**config.mk**
```make
export PLATFORM = sky130hd
export DESIGN_NAME = prog_seq
export DESIGN_NICKNAME = d
export VERILOG_FILES = /design/src/rtl/prog_seq_pkg.sv /design/src/rtl/prog_seq_ctrl.sv /design/src/rtl/prog_seq_data.sv /design/src/rtl/prog_seq.sv
export SDC_FILE = /design/constraint.sdc
export NUM_CORES = 1
export LEC_CHECK = 0
export BUFFER_PORTS_ARGS = -buffer_cell sky130_fd_sc_hd__clkbuf_2
export CAP_MARGIN = 0
export CORE_MARGIN = 2
export CORE_UTILIZATION = 25
export DETAILED_ROUTE_END_ITERATION = 10
export GPL_ROUTABILITY_DRIVEN = 0
export PLACE_DENSITY = 0.44
export RECOVER_POWER = 50
export SLEW_MARGIN = 20
export SYNTH_ARGS = -nofsm -noshare
export SYNTH_HDL_FRONTEND = slang
export SYNTH_SLANG_ARGS = --single-unit
```
**constraint.sdc**
```tcl
create_clock -name clk -period 6.1 [get_ports clk]
set_input_delay 0.305 -clock clk [delete_from_list [all_inputs] [get_ports clk]]
set_output_delay 0.305 -clock clk [all_outputs]
set_load 0.03 [all_outputs]
```
**src/rtl/prog_seq_pkg.sv**
```systemverilog
package prog_seq_pkg;
  localparam int PC_W       = 10;
  localparam int CS_W       = 3;
  localparam int WORD_W     = 13;
  localparam int FLAG_N     = 3;
  localparam int ADDR_FIRST = FLAG_N;
  localparam int CS_FIRST   = ADDR_FIRST + PC_W;
  localparam int STATE_N    = CS_FIRST + CS_W;
  localparam int STATE_W    = $clog2(STATE_N);
  localparam int PC_IDX_W   = $clog2(PC_W);
  localparam int CS_IDX_W   = $clog2(CS_W);
  localparam int ST_LOAD    = 0;
  localparam int ST_COND    = 1;
  localparam int ST_HOLD    = 2;

  typedef struct packed {
    logic                capLoad;
    logic                capCond;
    logic                capHold;
    logic                capAddr;
    logic                capCs;
    logic                commit;
    logic [PC_IDX_W-1:0] addrIdx;
    logic [CS_IDX_W-1:0] csIdx;
  } seqStrb_t;
endpackage

```
**src/rtl/prog_seq_ctrl.sv**
```systemverilog
module prog_seq_ctrl
  import prog_seq_pkg::*;
(
  input  logic               clk,
  input  logic               rstN,
  input  logic [STATE_W-1:0] stateIdx,
  output seqStrb_t           strb
);
  localparam logic [STATE_W-1:0] S_LOAD = STATE_W'(ST_LOAD);
  localparam logic [STATE_W-1:0] S_COND = STATE_W'(ST_COND);
  localparam logic [STATE_W-1:0] S_HOLD = STATE_W'(ST_HOLD);
  localparam logic [STATE_W-1:0] S_ADDR = STATE_W'(ADDR_FIRST);
  localparam logic [STATE_W-1:0] S_CS   = STATE_W'(CS_FIRST);
  localparam logic [STATE_W-1:0] S_LAST = STATE_W'(STATE_N - 1);

  logic [STATE_W-1:0] addrOff;
  logic [STATE_W-1:0] csOff;

  assign addrOff = stateIdx - S_ADDR;
  assign csOff   = stateIdx - S_CS;

  always_comb begin
    strb.capLoad = (stateIdx == S_LOAD);
    strb.capCond = (stateIdx == S_COND);
    strb.capHold = (stateIdx == S_HOLD);
    strb.capAddr = (stateIdx >= S_ADDR) && (stateIdx < S_CS);
    strb.capCs   = (stateIdx >= S_CS);
    strb.commit  = (stateIdx == S_LAST);
    strb.addrIdx = PC_IDX_W'(addrOff);
    strb.csIdx   = CS_IDX_W'(csOff);
  end


  capture_onehot_chk: assert property (@(posedge clk) disable iff (!rstN)
    $onehot0({strb.capLoad, strb.capCond, strb.capHold, strb.capAddr, strb.capCs}));
endmodule

```
**src/rtl/prog_seq_data.sv**
```systemverilog
module prog_seq_data
  import prog_seq_pkg::*;
(
  input  logic            clk,
  input  logic            rstN,
  input  logic            ctlBit,
  input  seqStrb_t        strb,
  output logic [PC_W-1:0] pcQ,
  output logic [CS_W-1:0] csQ
);
  logic            loadQ, condQ, holdQ;
  logic [PC_W-1:0] addrQ, addrCur;
  logic [CS_W-1:0] csShQ, csCur;
  logic            taken;

  always_comb begin
    addrCur = addrQ;
    csCur   = csShQ;
    if (strb.capAddr) addrCur[strb.addrIdx] = ctlBit;
    if (strb.capCs)   csCur[strb.csIdx]     = ctlBit;
  end

  assign taken = loadQ && !condQ;

  always_ff @(posedge clk or negedge rstN) begin
    if (!rstN) begin
      loadQ <= 1'b0;
      condQ <= 1'b0;
      holdQ <= 1'b0;
      addrQ <= '0;
      csShQ <= '0;
      pcQ   <= '0;
      csQ   <= '0;
    end else begin
      if (strb.capLoad) loadQ <= ctlBit;
      if (strb.capCond) condQ <= ctlBit;
      if (strb.capHold) holdQ <= ctlBit;
      addrQ <= addrCur;
      csShQ <= csCur;
      if (strb.commit) begin
        if (taken) begin
          pcQ <= addrCur;
          csQ <= csCur;
        end else if (!holdQ) begin
          pcQ <= pcQ + 1'b1;
        end
      end
    end
  end


  frozen_mid_cycle_chk: assert property (@(posedge clk) disable iff (!rstN)
    !strb.commit |=> ($stable(pcQ) && $stable(csQ)));

  load_lands_chk: assert property (@(posedge clk) disable iff (!rstN)
    (strb.commit && loadQ && !condQ) |=> (pcQ == $past(addrCur)));

  hold_keeps_chk: assert property (@(posedge clk) disable iff (!rstN)
    (strb.commit && holdQ && !(loadQ && !condQ)) |=> ($stable(pcQ) && $stable(csQ)));

  step_wrap_chk: assert property (@(posedge clk) disable iff (!rstN)
    (strb.commit && !holdQ && !(loadQ && !condQ)) |=> (pcQ == $past(pcQ) + 1'b1));
endmodule

```
**src/rtl/prog_seq.sv**
```systemverilog
module prog_seq
  import prog_seq_pkg::*;
#(
  parameter int CHIP_ID  = 0,
  parameter int ROM_MULT = 37,
  parameter int ROM_SEED = 'h0A5
) (
  input  logic        clk,
  input  logic        rstN,
  input  logic [3:0]  stateIdx,
  input  logic        ctlBit,
  output logic        wordOut,
  output logic [9:0]  pcOut,
  output logic [2:0]  csOut
);
  localparam logic [CS_W-1:0]    MY_CS   = CS_W'(CHIP_ID);
  localparam logic [STATE_W-1:0] WORD_ST = STATE_W'(WORD_W);

  seqStrb_t          strb;
  logic [PC_W-1:0]   pcQ;
  logic [CS_W-1:0]   csQ;
  logic [WORD_W-1:0] romWord;
  logic              selected;

  prog_seq_ctrl ctrl_i (
    .clk      (clk),
    .rstN     (rstN),
    .stateIdx (stateIdx),
    .strb     (strb)
  );

  prog_seq_data data_i (
    .clk    (clk),
    .rstN   (rstN),
    .ctlBit (ctlBit),
    .strb   (strb),
    .pcQ    (pcQ),
    .csQ    (csQ)
  );

  assign romWord  = WORD_W'(int'(pcQ) * ROM_MULT + ROM_SEED);
  assign selected = (csQ == MY_CS);
  assign wordOut  = selected && (stateIdx < WORD_ST) && romWord[stateIdx];
  assign pcOut    = pcQ;
  assign csOut    = csQ;


  reset_clear_chk: assert property (@(posedge clk)
    !rstN |-> (pcOut == '0 && csOut == '0));
endmodule

```
==> out/results.ini <==
[status]
status=finished, violations left
violations=capacitance limit, slew limit

[logic_synthesis]
synth_area_per_cell_um2=9.43
netlist_area_um2=2520
synth_nets=315
async_flop_share_pct=100
synth_edf_count=0
synth_top_area_share_pct=27.8
yosys_register_bits=28
ys_warn_count=0
yosysTopAreaCell=dfrtp_1
seq_area_frac_synth_pct=27.8
synth_cell_types=53
netlist_top_cells_area=dfrtp_1 (28%), ha_1 (17%), mux2_2 (7.6%), fa_1 (5.6%), nor2_1 (3.9%)
synth_ff_type=dfrtp_1
synthCells=267

[floorplan]
dieArea_um2=10900
core_area_um2=9770
die_w_um=104
num_rows=36
dieHeight_um=104
io_pins=21
start_util_pct=25.8

[routing]
routed-wl-met3_um=181
postRouteAntennaNets=0
viasPerCell=4.80
drc=0
vias=2002
wl_met2_mm=2.63
m1WireLength_mm=3.29
routed.top_layer=met4
drt_iter0_drc=75
wl_per_cell_um=14.8
wl_mm=6.19
drt_first_pass_iters=4

[clock_tree]
cts_made_buffers=3
cts.repair.resized=0
cts_setup_buffers=0
cts_max_level=1
cts_root_buffer=clkbuf_8
cts_sinks=28
ctsHoldBuffers=0
clk_latency_ns=0.28
tritoncts=done
max-clock-path-buffers=2
clkTransAtPathRegs_ns=0.10

[critical_path]
r2r_start=data_i.pcQ[2]$_DFFE_PN0P_
critPathMaxFanout=8
worst-r2r-setup-slack_ns=4.26
crit_required_ns=5.79
r2r-end=data_i.pcQ[7]$_DFFE_PN0P_
cp-end-kind=output pin
worstSetupPathType=reg -> out
r2r_cells=6
crit_start=data_i.pcQ[4]$_DFFE_PN0P_
timing.critical_path.from_type=flip-flop
crit_arrival_ns=4.22

[layout]
fin_area_um2=2820
postLayoutCoreUtil_pct=28.8
drive_above_1_share_pct=17.3
diodes=0
nets=333
synthToLayoutAreaGrowth_pct=12.0

[placed_design]
pre_cts_slack_ns=1.91
place_hpwl_mm=4.94
dpl-instance-area_um2=2750
numPortBuffers=20

[min_path]
min_path_type=in -> async

[grt]
first_global_vias=1907
grt_pass1_wl_mm=10.2
antenna_found_initial=0
grt_use_total_pct=11.6
grt_max_degree=29
grt-ovfl-total=0

[run]
cap_violations=1

[sta]
finalCritPeriodShare_pct=74.2
fin_ws_ns=1.58
setup_viol=0
setup_tns_ns=0
finalHoldViolations=0
fin_crit_ns=4.52
slew_violations=29
worst_pin_slew_ns=1.55
relSlewSlack_pct=-3.03
rsz0062_at_grt=no
fmax_mhz=221
worst_clock_skew_ns=0.0120

registers in the layout, indices dropped and copies added, names as in the netlist:
signal,cells
data_i.addrQ,10
data_i.condQ,1
data_i.csQ,3
data_i.csShQ,2
data_i.holdQ,1
data_i.loadQ,1
data_i.pcQ,10
layer usage:
metal | vias up | track usage (%)
met3 | 6 | 1.94
met1 | 961 | 18.4
met4 | 0 | 2.22
met5 | - | 0
li1 | 998 | -
met2 | 37 | 16.3
critical path: stages, from the launching register on:
cell and delay (ns):
dfrtp_1 0.48, ha_1 0.32, inv_1 0.05, fa_1 0.38, fa_1 0.51, inv_1 0.05
fa_1 0.45, ha_1 0.41, a21oi_1 0.25, o21bai_1 0.11, a221oi_2 0.29, xnor2_1 0.14
a22oi_1 0.10, a31oi_1 0.17, clkbuf_2 0.23
layout make-up:
| class | instances | area (um2) |
|---|---|---|
| clock buffer | 3 | 41.3 |
| clock inverter | 1 | 30.0 |
| fill | 1065 | 6960 |
| inverter | 21 | 78.8 |
| multi-input combinational | 210 | 1700 |
| sequential | 28 | 701 |
| tap | 133 | 166 |
| timing repair buffer | 21 | 105 |
metrics by stage:
step                      instances  hold slack, ns
after floorplan                 267         0.00941
after detailed placement        413           0.395
after CTS                       417          0.0790
final                           417           0.389
after global placement          413           0.397
after global routing            417           0.510
worst max-delay path by stage:
| stage | to | depth (start not counted) |
|---|---|---|
| CTS | wordOut | 14 |
| global placement | wordOut | 14 |
| global route | wordOut | 14 |
| detailed placement | wordOut | 14 |
| finish | wordOut | 14 |
| floorplan | wordOut | 13 |
synthesized netlist by cell type (5+ instances only):
cell,instances
nand2_1,19
a21oi_1,13
fa_1,7
nor3_1,10
mux2_2,17
nor2_1,26
ha_1,34
dfrtp_1,28
o21ai_0,6
nand2b_1,5
o22ai_1,5
inv_1,21
xnor2_1,9
cell usage in the layout (no fill, tap or decap), types with 2 or more instances in the layout:
master / Yosys / final
a211oi_1: 2 / 2
a21oi_1: 13 / 13
a21oi_2: 3 / 3
a22oi_1: 3 / 3
a311oi_1: 2 / 2
a31oi_1: 2 / 2
and3_1: 3 / 3
clkbuf_1: 3 / 2
clkbuf_2: 0 / 18
clkbuf_8: 0 / 3
dfrtp_1: 28 / 28
fa_1: 7 / 7
ha_1: 34 / 34
inv_1: 21 / 21
mux2_1: 1 / 5
mux2_2: 17 / 13
mux2i_1: 2 / 2
nand2_1: 19 / 20
nand2b_1: 5 / 5
nand4_1: 4 / 4
nor2_1: 26 / 26
nor2b_1: 2 / 2
nor3_1: 10 / 10
nor4_1: 2 / 2
o211ai_1: 2 / 2
o21a_1: 3 / 3
o21ai_0: 6 / 6
o21ai_1: 3 / 3
o21ai_2: 2 / 2
o221ai_1: 2 / 2
o22ai_1: 5 / 5
xnor2_1: 9 / 9
kinds of logic (layout without fill, tap and decap cells):
family / count (synthesis) / in the layout / share of synthesized area (%)
AOI/OAI and AO/OA: 58 / 58 / 16.7
xor gates and xnor gates: 10 / 10 / 3.48
adders and majority gates: 41 / 41 / 22.5
buffers and inverters: 29 / 46 / 4.67
DFF: 28 / 28 / 27.8
muxes: 21 / 21 / 9.74
and+or+nand+nor: 80 / 80 / 15.1
Power is left out: the tool's default activity adds up to more than one toggle a clock period on the data nets, which glitch-free logic cannot reach.
